**src/rtl/wdog_pkg.sv**
```systemverilog
package wdog_pkg;
  typedef enum logic {
    MODE_TIMEOUT = 1'b0,
    MODE_WINDOW  = 1'b1
  } wd_mode_e;
endpackage

```
**src/rtl/wdog_cmd_dec.sv**
```systemverilog
module wdog_cmd_dec
  import wdog_pkg::*;
#(
  parameter int IDX_W = 3
) (
  input  logic             mode_bit_i,
  input  logic [IDX_W-1:0] idx_bits_i,
  input  logic [IDX_W-1:0] unused_sel_i,
  output wd_mode_e         mode_o,
  output logic [IDX_W-1:0] idx_o
);
  wd_mode_e mode_d;
  logic unused_sel;

  assign unused_sel = ^unused_sel_i;

  always_comb begin
    mode_d = mode_bit_i ? MODE_WINDOW : MODE_TIMEOUT;
  end

  assign mode_o = mode_d;
  assign idx_o  = idx_bits_i;
endmodule

```
**src/rtl/wdog_timer.sv**
```systemverilog
module wdog_timer
  import wdog_pkg::*;
#(
  parameter int CNT_W = 10
) (
  input  logic             clk_i,
  input  logic             rst_ni,
  input  logic             tick_i,
  input  logic             accept_i,
  input  wd_mode_e         mode_i,
  input  logic [CNT_W-1:0] period_i,
  output logic             armed_o,
  output logic             fire_o
);
  logic             armed_q;
  wd_mode_e         mode_q;
  logic [CNT_W-1:0] period_q;
  logic [CNT_W-1:0] cnt_q;
  logic             too_early;
  logic             run_out;

  // early service in window mode only counts while armed
  assign too_early = accept_i && armed_q && (mode_q == MODE_WINDOW) &&
                     (cnt_q < (period_q >> 1));
  assign run_out   = armed_q && tick_i && !accept_i &&
                     (cnt_q == period_q - CNT_W'(1));
  assign fire_o    = too_early || run_out;

  always_ff @(posedge clk_i or negedge rst_ni) begin
    if (!rst_ni) begin
      armed_q  <= 1'b0;
      mode_q   <= MODE_TIMEOUT;
      period_q <= '0;
      cnt_q    <= '0;
    end else if (fire_o) begin
      armed_q <= 1'b0;
      cnt_q   <= '0;
    end else if (accept_i) begin
      armed_q  <= 1'b1;
      mode_q   <= mode_i;
      period_q <= period_i;
      cnt_q    <= '0;
    end else if (armed_q && tick_i) begin
      cnt_q <= cnt_q + CNT_W'(1);
    end
  end

  assign armed_o = armed_q;
endmodule

```
**src/rtl/wdog_pulse.sv**
```systemverilog
module wdog_pulse #(
  parameter int RST_BASE = 10,
  parameter int EXT_W    = 4,
  parameter int PULSE_W  = 6
) (
  input  logic             clk_i,
  input  logic             rst_ni,
  input  logic             tick_i,
  input  logic             fire_i,
  input  logic [EXT_W-1:0] ext_i,
  output logic             active_o
);
  logic [PULSE_W-1:0] left_q;

  always_ff @(posedge clk_i or negedge rst_ni) begin
    if (!rst_ni) begin
      left_q <= '0;
    end else if (fire_i) begin
      left_q <= PULSE_W'(RST_BASE) + PULSE_W'(ext_i);
    end else if (tick_i && (left_q != '0)) begin
      left_q <= left_q - PULSE_W'(1);
    end
  end

  assign active_o = (left_q != '0);
endmodule

```
**src/rtl/bus_wdog.sv**
```systemverilog
module bus_wdog
  import wdog_pkg::*;
#(
  parameter int BASE_TICKS = 4,
  parameter int IDX_W      = 3,
  parameter int RST_BASE   = 10,
  parameter int EXT_W      = 4
) (
  input  logic             clk_i,
  input  logic             rst_ni,
  input  logic             tick_i,
  input  logic             cmd_valid_i,
  input  logic [7:0]       cmd_byte_i,
  input  logic [EXT_W-1:0] rst_ext_i,
  output logic             rst_req_no,
  output logic             armed_o
);
  localparam int NUM_PER = 2 ** IDX_W;
  localparam int CNT_W   = $clog2(BASE_TICKS << (NUM_PER - 1)) + 1;
  localparam int PULSE_W = $clog2(RST_BASE + 2 ** EXT_W) + 1;

  logic [CNT_W-1:0] period_tbl [NUM_PER];
  wd_mode_e         cmd_mode;
  logic [IDX_W-1:0] cmd_idx;
  logic             pulse_on;
  logic             accept;
  logic             fire;

  for (genvar g = 0; g < NUM_PER; g++) begin : g_per
    assign period_tbl[g] = CNT_W'(BASE_TICKS << g);
  end

  wdog_cmd_dec #(.IDX_W(IDX_W)) u_dec (
    .mode_bit_i  (cmd_byte_i[7]),
    .idx_bits_i  (cmd_byte_i[IDX_W-1:0]),
    .unused_sel_i(cmd_byte_i[2*IDX_W-1:IDX_W]),
    .mode_o      (cmd_mode),
    .idx_o       (cmd_idx)
  );

  logic unused_hi;
  assign unused_hi = cmd_byte_i[6];

  // commands are dropped while a request is running
  assign accept = cmd_valid_i && !pulse_on;

  wdog_timer #(.CNT_W(CNT_W)) u_tmr (
    .clk_i   (clk_i),
    .rst_ni  (rst_ni),
    .tick_i  (tick_i),
    .accept_i(accept),
    .mode_i  (cmd_mode),
    .period_i(period_tbl[cmd_idx]),
    .armed_o (armed_o),
    .fire_o  (fire)
  );

  wdog_pulse #(.RST_BASE(RST_BASE), .EXT_W(EXT_W), .PULSE_W(PULSE_W)) u_pls (
    .clk_i   (clk_i),
    .rst_ni  (rst_ni),
    .tick_i  (tick_i),
    .fire_i  (fire),
    .ext_i   (rst_ext_i),
    .active_o(pulse_on)
  );

  assign rst_req_no = !pulse_on;
endmodule

```
**config.mk**
```make
export PLATFORM = sky130hd
export DESIGN_NAME = bus_wdog
export DESIGN_NICKNAME = d
export VERILOG_FILES = /design/src/rtl/wdog_pkg.sv /design/src/rtl/wdog_cmd_dec.sv /design/src/rtl/wdog_timer.sv /design/src/rtl/wdog_pulse.sv /design/src/rtl/bus_wdog.sv
export SDC_FILE = /design/constraint.sdc
export NUM_CORES = 1
export LEC_CHECK = 0
export CORE_MARGIN = 4
export CORE_UTILIZATION = 55
export CTS_CLUSTER_SIZE = 24
export DETAILED_ROUTE_END_ITERATION = 8
export DONT_BUFFER_PORTS = 1
export HOLD_SLACK_MARGIN = 0.15
export MAX_ROUTING_LAYER = met4
export PLACE_DENSITY = 0.8
export RECOVER_POWER = 50
export SYNTH_ARGS = -nofsm -noshare
export SYNTH_HDL_FRONTEND = slang
export SYNTH_SLANG_ARGS = --single-unit
```
**constraint.sdc**
```tcl
create_clock -name clk_i -period 3.4 [get_ports clk_i]
set_input_delay 0 -clock clk_i [delete_from_list [all_inputs] [get_ports clk_i]]
set_output_delay 0 -clock clk_i [all_outputs]
set_load 0.05 [all_outputs]
```
; ---- Yosys cells after proc, flatten, opt, wreduce, memory -nomap -nowiden
; Memories as Yosys holds them, arrays and structs flattened. A register that Yosys moved wholly into a read port is not among the register bits.
; Cells that the tools add are included.
[op_classes]
n_addsub = 4
mul = 0
div = 0
order_cmp = 1
eq_ne = 1
shifts = 0
muxes = 8
n_bitwise = 2
reduce_logical = 17
[ops]
columns = operator, count
row1 = two-way mux 10 bit, 3
row2 = two-way mux 6 bit, 2
row3 = adder 10 x 1 -> 10 bit (second input constant), 1
row4 = equality test 10 bit, 1
row5 = less-than comparator 10 x 9 -> 1 bit, 1
row6 = subtractor 10 x 1 -> 10 bit (second input constant), 1
row7 = logical AND 1 bit, 8
row8 = nonzero test 6 bit, 1
row9 = subtractor 6 x 1 -> 6 bit (second input constant), 1
row10 = adder 4 x 4 -> 5 bit (first input constant), 1
row11 = NOT 3 -> 4 bit, 1
row12 = nonzero test 2 bit, 2
row13 = logical NOT 1 bit, 3
row14 = two-way mux 1 bit, 3
row15 = nonzero test 3 bit, 1
row16 = AND reduction 2 bit, 1
row17 = logical OR 1 bit, 1
row18 = NOT 1 bit, 1
[totals]
reg_bits = 18
latchBits = 0
mem_bits_rw = 0
mem_bits_ro = 80
out_inout_bits = 2
word_cells = 38
memories = 1
[memory_table]
columns = memory, depth, width, read_ports, rd_ports_with_merged_regs, wr, line_no
row1 = (name not given), 8, 10, 1, 1, 0, bus_wdog.sv:53  ; .period_i(period_tbl[cmd_idx]),

; ---- Longest topological paths before layout
; Gate-level depths: netlist of run 1.
[depth]
depth_word = 9
mapped_depth = 8
depth_no_buf = 8

; ---- Cells and area by module
; From an unflattened synthesis of run 1, not the netlist that was laid out.
[unflattened]
hier_cells = 216
area_unflattened_um2 = 2054.5
[by_module_without_submodules]
columns = module, instances, cells_each, area_each_um2
row1 = wdog_timer, 1, 156, 1517.7
row2 = wdog_pulse, 1, 45, 427.9
row3 = bus_wdog, 1, 11, 78.8
row4 = wdog_cmd_dec, 1, 4, 30.0

; ---- Worst setup path before layout of run 1
; No wires, ideal clock.
[synth_timing]
kind = register to register
startpoint = register u_pls.left_q[0]
endpoint = register u_pls.left_q[0]
arrival_time_ps = 2484
required_time_ps = 3275
path_slack_ps = 791
path_stages_with_launch = 9
path_cell_list = dfrtp_1 > inv_1 > ha_1 > or4b_1 > nor2_2 > nand2_1 > nor2_1 > a21boi_4 > mux2_4
[synth_between]
elab_chain_cells = 8
word_cells_on_any_way = 15
classes_between = add/sub (1) / mux (2) / reduce/logical (12)
[synth_rtl]
columns = element, line_no
row1 = start: declaration, wdog_pulse.sv:13  ; logic [PULSE_W-1:0] left_q;
row2 = start signal: assignment, wdog_pulse.sv:19  ; left_q <= PULSE_W'(RST_BASE) + PULSE_W'(ext_i);
row3 = start signal: assignment, wdog_pulse.sv:21  ; left_q <= left_q - PULSE_W'(1);
row4 = nonzero test 6 bit (*), wdog_pulse.sv:25  ; assign active_o = (left_q != '0);
row5 = logical NOT 1 bit (*), -
row6 = via rst_req_no, bus_wdog.sv:15  ; output logic rst_req_no,
row7 = logical AND 1 bit (*), bus_wdog.sv:45  ; assign accept = cmd_valid_i && !pulse_on;
row8 = logical AND 1 bit or logical NOT 1 bit (tied branches), "wdog_timer.sv:23, wdog_timer.sv:25"
row9 = "logical AND 1 bit, on equally long branches (2 in series)", "wdog_timer.sv:23, wdog_timer.sv:25"
row10 = logical OR 1 bit (*), wdog_timer.sv:27  ; assign fire_o = too_early || run_out;
row11 = two-way mux 6 bit or nonzero test 2 bit (tied branches), -
; The timed path passes the listed nets; every way through them passes the cells marked *. The select of a mux whose other input is x is not followed.
; A chain may end at the register's enable or synchronous reset.

; ---- Final worst setup path of run 1
[layout_timing]
startpoint = register u_pls.left_q[0]
endpoint = register u_pls.left_q[0]
[layout_between]
elab_chain_cells = 8
word_cells_on_any_way = 15
classes_between = add/sub (1) / mux (2) / reduce/logical (12)
[layout_rtl]
columns = element
row1 = "parallel branches: the longest is 8 deep, another holds subtractor 6 x 1 -> 6 bit"
; Parallel ways; which one is timed is not known. The select of a mux whose other input is x is not followed.

==> impl.org, run 1 <==
** Floorplan
- In this run the core area contains 19 standard-cell rows.
- Die height :: 63.6 microns
- For this configuration, the core starts out at a cell density of 59.6%.
- Die area :: 4040 sq um
- Horizontal die dimension :: 63.6 microns
- The floorplan step defined a core boundary enclosing 2850 sq um.
- IO Count :: 18

** Job
- Across the run, the number of max-cap violations was 0.

** Logic synthesis
- For this run, the leading register cell type out of synthesis is dfrtp_1.
- Yosys attributes the largest share of cell area to dfrtp_1 38%, ha_1 8.8%, xnor2_1 6.7%.
- In this run, distinct cell masters in the synthesized netlist total 41.
- Synthesis produced a netlist whose cell count is 169.
- Most area-hungry cell type in the Yosys netlist :: dfrtp_1
- Of the post-synthesis cell area, the dominant cell type holds 38.3%.
- Number of synthesized flops with an enable pin :: 0
- Per-instance average area after synthesis :: 10.1 sq um
- Sequential cells were found to cover 38.3% of the synthesized design area.
- When the netlist entered floorplanning its net count stood at 197.
- FF+latch count, synth :: 26
- The cell area that synthesis handed to floorplanning was 1700 sq um.
- Async SR Flop Fraction :: 100%
- Yosys printed 0 warnings.

** STA
- The number of pins exceeding their max-slew limit in the final report is 0.
- At the pin with the least slew margin, the transition time is 1.38 ns.
- Shortest period the worst path allows :: 3.06 ns
- Remaining max-slew budget at the tightest pin :: 7.76%
- For the final routed database, the setup TNS stands at 0 ns.
- Fin. Hold Viols :: 0
- The clock arrives with 0.0172 ns of skew.
- Setup violations remaining at the end of the flow were counted as 0.
- RSZ-0062 raised after global routing :: no
- Final worst path period share :: 90.0%
- Max Clock Freq :: 0.327 GHz

** Setup path
- Maximum fanout count along the critical path :: 7
- The setup path with the least slack is of type reg2reg.
- Critical path data required time :: 3.63 ns
- Arrival @ worst endpoint :: 3.29 ns
- CP Launch Type :: flip-flop
- The worst setup path is captured at a flip-flop.

** Power and ir drop
- Switching share of power :: 40.5%
- Across the VDD grid, the largest voltage drop is 0.445 mV.
- The analysis attributes to net switching a power of 0.655 mW.
- Power per Cell Area :: 823 nW/um^2
- Comb pwr share :: 49.1%
- Clock group share of total power :: 13.1%
- Share of total power in sequential cells :: 37.8%
- For this design the static power due to leakage is 0.913 nW.
- The internal portion of the total power is 0.963 mW.

** Route
- The count of nets left with antenna violations once routing finished came out at 0.
- The first routing iteration left 49 violations.
- Summed over all nets, wire length on met2 after detailed routing comes to 1730 microns.
- In the routed design, unresolved DRC markers number 0.
- Routed length per placed instance :: 15.7 microns
- Summed over all layers, the routed wires come to 3470 microns.
- Before antenna repair, the detailed router went through 4 iterations.
- Routed wl met3 :: 119 microns
- Highest metal used :: met4
- Vias after detailed routing :: 1314
- The detailed router put a total of 1540 microns of wire on met1.
- Via/cell ratio :: 5.95

** Clock network
- TritonCTS built the clock tree.
- Worst-path clk slew :: 0.15 ns
- TritonCTS created 3 clock buffers.
- The later pin in the worst-skew pair is clocked with a latency of 0.32 ns.
- H-Tree Depth :: 1
- Clock tree root buffer cell :: clkbuf_4
- Post-CTS repair changed the size of 0 cells.
- The clock passes through at most 2 buffers.
- The number of setup buffers added after CTS is 0.
- TritonCTS sink count :: 26

** Placed design
- In this run, placement finished with an instance count of 199.
- Count of buffers from port buffering :: 0
- Placer's final routability congestion estimate :: 0.796
- Half-perimeter wire length of the detailed placement result :: 2450 microns

** Worst hold path
- The tightest min-delay check is of the in2reg type.

** Global route
- The number of antenna violations at the first check in global routing was 0.
- First-pass GRT wire length :: 6200 microns
- Vias in the first global route :: 1366
- Total global routing overflow :: 0
- Total GRT Usage :: 19.7%
- Largest net degree at the start of global routing :: 27

** Layout
- Cells fill 68.9% of the core in the end.
- Commonest cells after routing, fill and taps aside :: 26 x dfrtp_1, 16 x dlygate4sd3_1, 14 x nor2_1
- Fraction of final layout cells sized beyond drive strength 1 :: 7.89%
- Final Net Count :: 219
- Layout overhead on the synthesized area :: 15.6%
- Final Non-Filler Cells :: 221
- Most common cell after layout, fill and taps aside :: dfrtp_1
- The repair_antennas step left the layout with diodes totalling 0.

** Run status
- The run finished with clean final reports.
-- timing repair --
action,in CTS,in global routing
hold buffers,18,0
setup endpoints to repair,0,0
endpoints found under the hold margin,45,0
-- Yosys cell counts, drive strengths merged, types with 2 or more instances --
library cell  count
dfrtp            26
nor2             16
inv              13
xnor2            13
ha               12
xor2             12
mux2i             8
nand2             8
nand3             8
a21oi             6
and3              5
mux2              4
o21ai             4
nor3              3
nor4              3
or3b              3
a211oi            2
a21boi            2
clkbuf            2
nand4             2
nor3b             2
o2111ai           2
o41ai             2
-- per-stage QoR --
step | area, sq um | worst slack [ns] | hold slack (ns) | power, mW
2_1_floorplan | 1700 | 0.791 | -0.296 | 1.19
3_3_place_gp | 1740 | 0.972 | -0.295 | 1.29
3_5_place_dp | 1740 | 0.935 | -0.295 | 1.35
5_1_grt | 1970 | 0.166 | 0.194 | 1.77
6_report | 1970 | 0.339 | 0.159 | 1.62
4_1_cts | 1990 | 0.355 | 0.154 | 1.63
-- area by class of cell --
type / instances / area, sq um
Sequential cell: 26 / 651
Clock buffer: 3 / 22.5
Inverter: 13 / 48.8
Fill cell: 219 / 887
Timing Repair Buffer: 19 / 181
Multi-Input combinational cell: 128 / 993
Clock inverter: 1 / 30.0
Tap cell: 31 / 38.8
-- worst paths after layout --
path                            depth (start not counted)           endpoint  slack (ns)       startpoint
min in group asynchronous                               3  u_tmr.period_q[7]        0.80           rst_ni
worst max register to register                         10    u_pls.left_q[0]        0.34  u_pls.left_q[0]
worst min-delay path                                    3  u_tmr.period_q[7]        0.16      cmd_valid_i
worst min register to register                          1       u_tmr.mode_q        0.52     u_tmr.mode_q
max in group asynchronous                               3     u_tmr.cnt_q[4]        1.77           rst_ni
worst max-delay path                                   10    u_pls.left_q[0]        0.34  u_pls.left_q[0]
-- worst max-delay path, stage by stage, from the launching register on --
cell and delay (ns):
dfrtp_1 0.44, inv_1 0.09, ha_1 0.14, or4b_1 0.49, nor2_2 0.10, buf_4 0.22, nand2_1 0.22, nor2_1 0.26
a21boi_4 0.14, mux2_4 0.31, dlygate4sd3_1 0.55
-- state kept, by name, indices dropped and copies added, names as in the netlist --
name,cells
u_tmr.cnt_q,10
u_tmr.period_q,8
u_tmr.mode_q,1
u_tmr.armed_o,1
u_pls.left_q,6
-- metal layers --
metal | global-route usage, % | vias to the layer above
met1 | 24.1 | 649
li1 | - | 635
met3 | 3.55 | 8
met2 | 33.1 | 22
met5 | - | -
met4 | 5.93 | 0
-- power groups by stage --
stage / Clock [mW] / Sequential, mW / Combinational [mW]
3_3_place_gp: 0 / 0.608 / 0.686
2_1_floorplan: 0 / 0.564 / 0.630
6_report: 0.211 / 0.612 / 0.795
5_1_grt: 0.239 / 0.634 / 0.903
3_5_place_dp: 0 / 0.617 / 0.728
4_1_cts: 0.220 / 0.610 / 0.798
-- cell families after synthesis --
kind of cell / Yosys count / share of synthesized area [%]
mux: 12 / 7.80
simple gates: 58 / 18.8
xor+xnor: 26 / 14.2
buf+inv: 15 / 3.31
flops: 26 / 38.3
compound gates: 20 / 8.76
fa+ha+maj: 12 / 8.83
(Power assumes the default switching activity.)
==> inputs of run 2 (changes only) <==
CORE_UTILIZATION = 35   (was 55)
PLACE_DENSITY = 0.59   (was 0.8)
REMOVE_ABC_BUFFERS = 1   (was not set)
==> run 2 against run 1 <==
Worst setup slack improved by 0.33 ns. Critical path type unchanged. Via count decreased by 4.0%. First-iteration DRC count increased by 35%. Cell count increased by 16%. Highest routed layer unchanged. Die area increased by 49%. Non-clock buffer count decreased by 1. Clock skew decreased by 0.011 ns. Largest power group unchanged. Count of clock-buffer cells in the layout unchanged. Worst hold slack improved by 0.054 ns. Clock power increased by 26%. Sequential power decreased by 5.2%.
==> impl.org, run 2 (synthesized netlist as in run 1, its figures left out) <==
** Route
- The violation count after the first detailed-route iteration is 66 (was 49).
- The routed length per placed instance was 13.9 microns (was 15.7 microns).
- Overall routed net length :: 3560 microns (was 3470 microns)
- Vias after detailed routing :: 1262 (was 1314)
- The number of optimization iterations in the first detailed-route pass was 4 (unchanged).
- The via density per instance came to 4.93 (was 5.95).
- Remaining antenna violation count after routing :: 0 (unchanged)
- DRC errors left :: 0 (unchanged)

** Clock network
- TritonCTS sink count :: 26 (unchanged)
- Clock tree from TritonCTS :: yes (unchanged)
- The H-tree depth was 1 (unchanged).
- The number of gates given a new drive strength after cts was 0 (unchanged).
- The total clock buffers created by CTS was 3 (unchanged).
- The CTS clock-pin slew for the worst setup and hold paths is 0.10 ns (was 0.15 ns).
- The deepest clock path buffer count was 2 (unchanged).
- The clock latency on the worst-skew pair came to 0.28 ns (was 0.32 ns).
- Clock tree root buffer cell :: clkbuf_8 (was clkbuf_4)
- Post-CTS setup-driven buffer insertion count :: 0 (unchanged)

** Layout
- The fraction of final layout cells sized beyond drive strength 1 was 8.47% (was 7.89%).
- The diode insertion count for antenna repair was 0 (unchanged).
- Commonest cells after routing, fill and taps aside :: 26 x dfrtp_1, 15 x dlygate4sd3_1, 14 x nor2_1 (was 26 x dfrtp_1, 16 x dlygate4sd3_1, 14 x nor2_1)
- Final Net Count :: 218 (was 219)
- The number of filler cells placed in the layout is 464 (was 219).
- Max reg flops :: 10 (unchanged)
- The layout overhead on the synthesized area was 18.6% (was 15.6%).
- Registers with the highest flip-flop counts :: u_tmr.cnt_q x10, u_tmr.period_q x8, u_pls.left_q x6 (unchanged)
- Layout Utilization :: 42.7% (was 68.9%)
- The largest register by flop count is u_tmr.cnt_q (unchanged).
- Most common cell after layout, fill and taps aside :: dfrtp_1 (unchanged)

** STA
- The number of failing setup endpoints in the final timing report came to 0 (unchanged).
- The highest achievable clock rate came to 0.366 GHz (was 0.327 GHz).
- Remaining max-slew budget at the tightest pin :: 3.95% (was 7.76%)
- The clock skew after layout came to 0.00661 ns (was 0.0172 ns).
- The number of pins exceeding their max-slew limit in the final report was 0 (unchanged).
- Worst slew pin tran :: 1.44 ns (was 1.38 ns)
- The part of the cycle the worst path needs came to 80.3% (was 90.0%).
- RSZ-0062 raised after global routing: no (unchanged).
- Fin. Hold Viols :: 0 (unchanged)
- The minimum clock period after layout was 2.73 ns (was 3.06 ns).
- The setup total negative slack is 0 ns (unchanged).

** Power and ir drop
- Psw :: 0.656 mW (was 0.655 mW)
- Clock group share of total power :: 16.0% (was 13.1%)
- Comb pwr share :: 48.9% (was 49.1%)
- Cell-internal power :: 0.998 mW (was 0.963 mW)
- Pleak :: 0.917 nW (was 0.913 nW)
- Share of total power in sequential cells :: 35.1% (was 37.8%)
- The power density over the cells came to 820 nW/um^2 (was 823 nW/um^2).
- Peak VDD IR :: 0.356 mV (was 0.445 mV)
- Switching share of power :: 39.6% (was 40.5%)

** Setup path
- The beginning of the worst register-to-register path is u_tmr.cnt_q[2] (was u_pls.left_q[0]).
- R2R depth :: 7 (was 10)
- CP Launch Type :: flip-flop (unchanged)
- The critical path endpoint category was a flip-flop (unchanged).
- The type of the worst setup path was reg2reg (unchanged).
- Arrival @ worst endpoint :: 2.95 ns (was 3.29 ns)
- Critical path data required time :: 3.62 ns (was 3.63 ns)
- The setup slack of the most critical reg-to-reg path was 0.67 ns (was 0.34 ns).
- The end of the worst register-to-register path was u_tmr.period_q[5] (was u_pls.left_q[0]).
- The largest fanout on the critical path came to 7 (unchanged).

** Global route
- The number of antenna violations at the first check in global routing was 0 (unchanged).
- The aggregate global-route resource usage is 13.6% (was 19.7%).
- Total global routing overflow :: 0 (unchanged)
- The number of global-route vias before repair is 1289 (was 1366).
- Largest net degree at the start of global routing :: 27 (unchanged)
- First-pass GRT wire length :: 6310 microns (was 6200 microns)

** Floorplan
- Core Area :: 4720 sq um (was 2850 sq um)
- The die extent in y came to 77.7 microns (was 63.6 microns).
- The number of cell rows was 25 (was 19).
- The starting density of the core came to 36.0% (was 59.6%).
- The boundary pin count is 18 (unchanged).
- The die outline width was 77.7 microns (was 63.6 microns).
- Die area :: 6040 sq um (was 4040 sq um)

** Run status
- Run status :: finished, final reports clean (unchanged)

** Worst hold path
- The number of cells on the worst hold path is 3 (unchanged).
- Hold EP :: u_tmr.period_q[4] (was u_tmr.period_q[7])
- Origin of the worst min-delay path :: cmd_valid_i (unchanged)
- Class of the tightest hold or removal check :: in2reg (unchanged)

** Placed design
- Half-perimeter wire length of the detailed placement result :: 2490 microns (was 2450 microns)
- The global placement routability congestion is 0.751 (was 0.796).
- The number of port buffers was 0 (unchanged).

** Job
- The number of violations of the max-capacitance limit was 0 (unchanged).
-- run 2: stage by stage --
stage / setup WS, ns / power (mW) / cell area (sq um) / hold slack, ns / cells
after CTS: 0.746 / 1.68 / 2030 / 0.163 / 256
after global placement: 1.07 / 1.33 / 1790 / -0.294 / 236
after floorplan: 0.791 / 1.19 / 1690 / -0.296 / 167
after global routing: 0.464 / 1.81 / 2020 / 0.251 / 256
after detailed placement: 1.06 / 1.35 / 1790 / -0.294 / 236
final: 0.671 / 1.65 / 2020 / 0.213 / 256
-- run 2: final cells by class --
type                       instances  area (sq um)  area share (%)
clock inverter                     1          30.0            1.49
multi-input combinational        128           993            49.3
tap                               67          83.8            4.16
clock buffer                       3          41.3            2.05
timing repair buffer              18           169            8.37
inverter                          13          48.8            2.42
sequential                        26           651            32.3
-- run 2: worst max path at each step --
stage          slack, ns       startpoint           endpoint
2_1_floorplan       0.79  u_pls.left_q[0]    u_pls.left_q[0]
3_3_place_gp        1.07   u_tmr.cnt_q[2]       u_tmr.mode_q
3_5_place_dp        1.06   u_tmr.cnt_q[2]  u_tmr.period_q[2]
4_1_cts             0.75  u_pls.left_q[0]    u_pls.left_q[1]
5_1_grt             0.46   u_tmr.cnt_q[2]  u_tmr.period_q[5]
6_report            0.67   u_tmr.cnt_q[2]  u_tmr.period_q[5]
-- run 2: critical path, cell delays in order (launching register included) --
cell	delay, ns
dfrtp_1	0.49
ha_1	0.33
a211oi_1	0.21
o21ai_0	0.19
a41oi_1	0.55
o21ai_0	0.20
o41ai_1	0.10
dlygate4sd3_1	0.60
-- run 2: routing by layer --
layer	vias to the layer above	GRT usage, %	wire [microns]
met5	-	-	0
met4	0	4.98	67
met3	7	2.67	95
met2	17	21.7	1700
met1	601	17.1	1700
li1	637	-	-
-- run 2: power by group through the flow --
stage                     logic, mW  clock network, mW  registers (mW)
after floorplan               0.618                  0           0.572
after global placement        0.746                  0           0.589
after detailed placement      0.763                  0           0.589
after CTS                     0.818              0.276           0.583
after global routing          0.920              0.287           0.601
final                         0.809              0.265           0.580
-- run 2: repair_timing --
item,CTS,global route
hold endpoints to repair,45,0
hold buffers,16,0
setup endpoints to repair,0,0
==> inputs of run 3 (changes only) <==
ABC_AREA = 1   (was not set)
clock period = 2.55 ns   (was 3.4 ns; I/O delays follow)
==> run 3 against run 2 <==
Count of clock-buffer cells in the layout unchanged. Combinational power up 90%. Sequential power up 33%. Sequential share of layout area down 3.3 points. Clock power up 34%. Area after synthesis up 15%. Largest power group unchanged. Highest routed layer unchanged.
==> impl.org, run 3 <==
** STA
- The worst slack on hold paths was 0.384 ns (was 0.213 ns).
- Total Neg Setup Slack :: 0 ns (unchanged)
- Setup ws final :: 0.387 ns (was 0.671 ns)
- Worst slew pin tran :: 1.41 ns (was 1.44 ns)
- The minimum clock period after layout came to 2.16 ns (was 2.73 ns).
- RSZ-0062 raised after global routing: no (unchanged).
- Remaining max-slew budget at the tightest pin :: 6.18% (was 3.95%)
- The number of pins exceeding their max-slew limit in the final report was 0 (unchanged).
- Count of endpoints failing setup in the final report :: 0 (unchanged)
- Fin. Hold Viols :: 0 (unchanged)
- Max Clock Freq :: 0.462 GHz (was 0.366 GHz)
- The part of the cycle the worst path needs is 84.8% (was 80.3%).
- The clock skew after layout is 0.00344 ns (was 0.00661 ns).

** Global route
- The number of antenna violations at the first check in global routing was 0 (unchanged).
- The aggregate global-route resource usage came to 14.3% (was 13.6%).
- The wire length of the first global-routing pass came to 7240 microns (was 6310 microns).
- Total global routing overflow :: 0 (unchanged)
- The number of global-route vias before repair came to 1534 (was 1289).
- Largest net degree at the start of global routing :: 27 (unchanged)

** Setup path
- The largest fanout on the critical path is 18 (was 7).
- The critical path endpoint category was a flip-flop (unchanged).
- The arrival time of data at the critical path endpoint came to 2.34 ns (was 2.95 ns).
- The type of the worst setup path is reg2reg (unchanged).
- The type of origin of the critical path is a flip-flop (unchanged).
- The data required time of the worst path was 2.73 ns (was 3.62 ns).

** Clock network
- The clock latency on the worst-skew pair came to 0.28 ns (about the same).
- The deepest clock path buffer count came to 2 (unchanged).
- The library cell used as clock root buffer is clkbuf_8 (unchanged).
- The H-tree depth is 1 (unchanged).
- Number of buffers inserted during clock tree synthesis :: 3 (unchanged)
- Post-CTS resize count :: 0 (unchanged)
- Worst-path clk slew :: 0.10 ns (about the same)
- The TritonCTS clock tree is yes (unchanged).
- Post-CTS setup-driven buffer insertion count :: 0 (unchanged)
- TritonCTS sink count :: 26 (unchanged)

** Route
- DRC errors left :: 0 (unchanged)
- The violation count after the first detailed-route iteration came to 80 (was 66).
- Vias after detailed routing :: 1580 (was 1262)
- The post-detailed-routing wire length was 4060 microns (was 3560 microns).
- The remaining antenna violation count after routing was 0 (unchanged).
- The number of optimization iterations in the first detailed-route pass is 4 (unchanged).
- Via/cell ratio :: 4.67 (was 4.93)
- The routed length per placed instance was 12.0 microns (was 13.9 microns).

** Layout
- The area used by multi-input combinational logic is 1170 sq um (was 993 sq um).
- Final Net Count :: 297 (was 218)
- The total area of sequential cells is 651 sq um (unchanged).
- The diode insertion count for antenna repair was 0 (unchanged).
- Layout Cell Area excl Fill :: 2240 sq um (was 2020 sq um)
- The number of flip-flops under the largest register name was 10 (unchanged).
- The number of filler cells placed in the layout is 534 (was 464).
- Commonest cells after routing, fill and taps aside: 53 x nand2_1, 28 x nor2_1, 27 x nand3_1 (was 26 x dfrtp_1, 15 x dlygate4sd3_1, 14 x nor2_1).
- The number of cells in the finished layout apart from fillers came to 338 (was 256).
- Layout overhead on the synthesized area :: 15.1% (was 18.6%)
- The share of the core filled with cells in the final layout is 42.9% (was 42.7%).
- The largest register by flop count was u_tmr.cnt_q (unchanged).
- Most common cell after layout, fill and taps aside :: nand2_1 (was dfrtp_1)
- Registers with the highest flip-flop counts: u_tmr.cnt_q x10, u_tmr.period_q x8, u_pls.left_q x6 (unchanged).
- The fraction of final layout cells sized beyond drive strength 1 is 16.8% (was 8.47%).

** Floorplan
- The core region area was 5240 sq um (was 4720 sq um).
- IO Count :: 18 (unchanged)
- The starting density of the core was 37.2% (was 36.0%).
- Die height :: 82.7 microns (was 77.7 microns)
- The area enclosed by the die boundary is 6830 sq um (was 6040 sq um).
- Number of placement rows :: 26 (was 25)
- The die outline width was 82.7 microns (was 77.7 microns).

** Logic synthesis
- Distinct cell type count after synthesis :: 27 (was 41)
- The dominant register cell in the synthesized netlist was dfrtp_1 (unchanged).
- The number of warnings issued by yosys came to 0 (unchanged).
- Mapped Cells :: 248 (was 169)
- Most used standard cells in the synthesized netlist: 53 x nand2_1, 28 x nor2_1, 27 x nand3_1 (was 26 x dfrtp_1, 14 x nor2_1, 13 x inv_1, 13 x xnor2_1).
- Fraction of synthesized cell area taken by the top area cell type :: 33.4% (was 38.3%)
- Top area cells in the synthesized netlist :: dfrtp_1 33%, nand2_1 10%, ha_1 7.7% (was dfrtp_1 38%, ha_1 8.8%, xnor2_1 6.7%)
- The count of flip-flops with a built-in enable after synthesis came to 0 (unchanged).
- The library cell with the highest instance count after synthesis was nand2_1 (was dfrtp_1).
- The average instance area after synthesis is 7.87 sq um (was 10.1 sq um).
- Async SR Flop Fraction :: 100% (unchanged)
- The cell taking the most area after synthesis is dfrtp_1 (unchanged).
- The total standard cell area after synthesis was 1950 sq um (was 1700 sq um).
- The part of the Yosys area used for sequential elements is 33.4% (was 38.3%).
- FF+latch count, synth :: 26 (unchanged)

** Run status
- Run status :: finished, final reports clean (unchanged)

** Placed design
- Placed Instance Area :: 2030 sq um (was 1790 sq um)
- Count of buffers from port buffering :: 0 (unchanged)
- The global placement routability congestion was 0.786 (was 0.751).
- Minimum setup slack after placement :: 0.393 ns (was 1.06 ns)
- # placed instances :: 319 (was 236)
- Half-perimeter wire length of the detailed placement result :: 3000 microns (was 2490 microns)

** Power and ir drop
- Peak VDD IR :: 0.744 mV (was 0.356 mV)
- The static leakage came to 1.07 nW (was 0.917 nW).
- Power after layout :: 2.67 mW (was 1.65 mW)
- The power density over the cells is 1190 nW/um^2 (was 820 nW/um^2).

** Worst hold path
- Class of the tightest hold or removal check :: in2reg (unchanged)

** Job
- Max_cap viols :: 0 (unchanged)
-- run 3: layout make-up --
class                      count  share of cell area, %
multi-input combinational    191                   52.0
sequential                    26                   29.0
timing repair buffer          17                   6.91
inverter                      30                   5.02
tap                           70                   3.90
clock buffer                   3                   1.84
clock inverter                 1                   1.34
-- run 3: what timing repair did --
item	4_1_cts	5_1_grt
hold buffers	15	0
endpoints found under the hold margin	51	0
endpoints found under the setup margin	0	0
-- run 3: path summary, 6_finish.rpt --
path | from | end | slack (ns) | cells past startpoint
max | u_tmr.period_q[4] | u_tmr.period_q[9] | 0.39 | 13
min | rst_ext_i[0] | u_pls.left_q[0] | 0.38 | 3
max reg2reg | u_tmr.period_q[4] | u_tmr.period_q[9] | 0.39 | 13
min reg2reg | u_tmr.mode_q | u_tmr.mode_q | 0.52 | 2
max in group asynchronous | rst_ni | u_pls.left_q[4] | 1.13 | 2
min in group asynchronous | rst_ni | u_tmr.period_q[4] | 0.59 | 2
-- run 3: critical path: stages, from the launching register on --
cell	delay [ns]
dfrtp_1	0.46
inv_2	0.09
ha_1	0.29
nand2_1	0.05
o21ai_1	0.16
nand2_1	0.08
nand2_1	0.07
nand2_1	0.05
nand2_1	0.07
nand2_1	0.06
nand2_2	0.19
nand3_4	0.26
nand2_1	0.15
o21ai_2	0.06
-- run 3: power breakdown --
group          internal (mW)  switching, mW
registers              0.569          0.202
clock network          0.210          0.146
logic                  0.616          0.923
total                   1.40           1.27
-- run 3: layer usage --
metal | GRT usage [%] | up-vias | part of all wire [%]
li1 | - | 833 | -
met5 | - | - | 0
met2 | 21.7 | 18 | 47
met4 | 5.39 | 0 | 2.1
met3 | 1.74 | 7 | 1.8
met1 | 19.4 | 722 | 49
-- run 3: kinds of logic (layout without fill, tap and decap cells) --
logic type               after synthesis  after routing  share of synthesized area (%)
AND/OR/NAND/NOR                      137            137                           34.1
flip-flops                            26             26                           33.4
AO/OA/AOI/OAI                         19             19                           6.93
XOR/XNOR                              22             22                           10.6
buffers and inverters                 31             51                           6.80
adder cells (fa/ha/maj)               12             12                           7.70
multiplexers                           1              1                          0.513
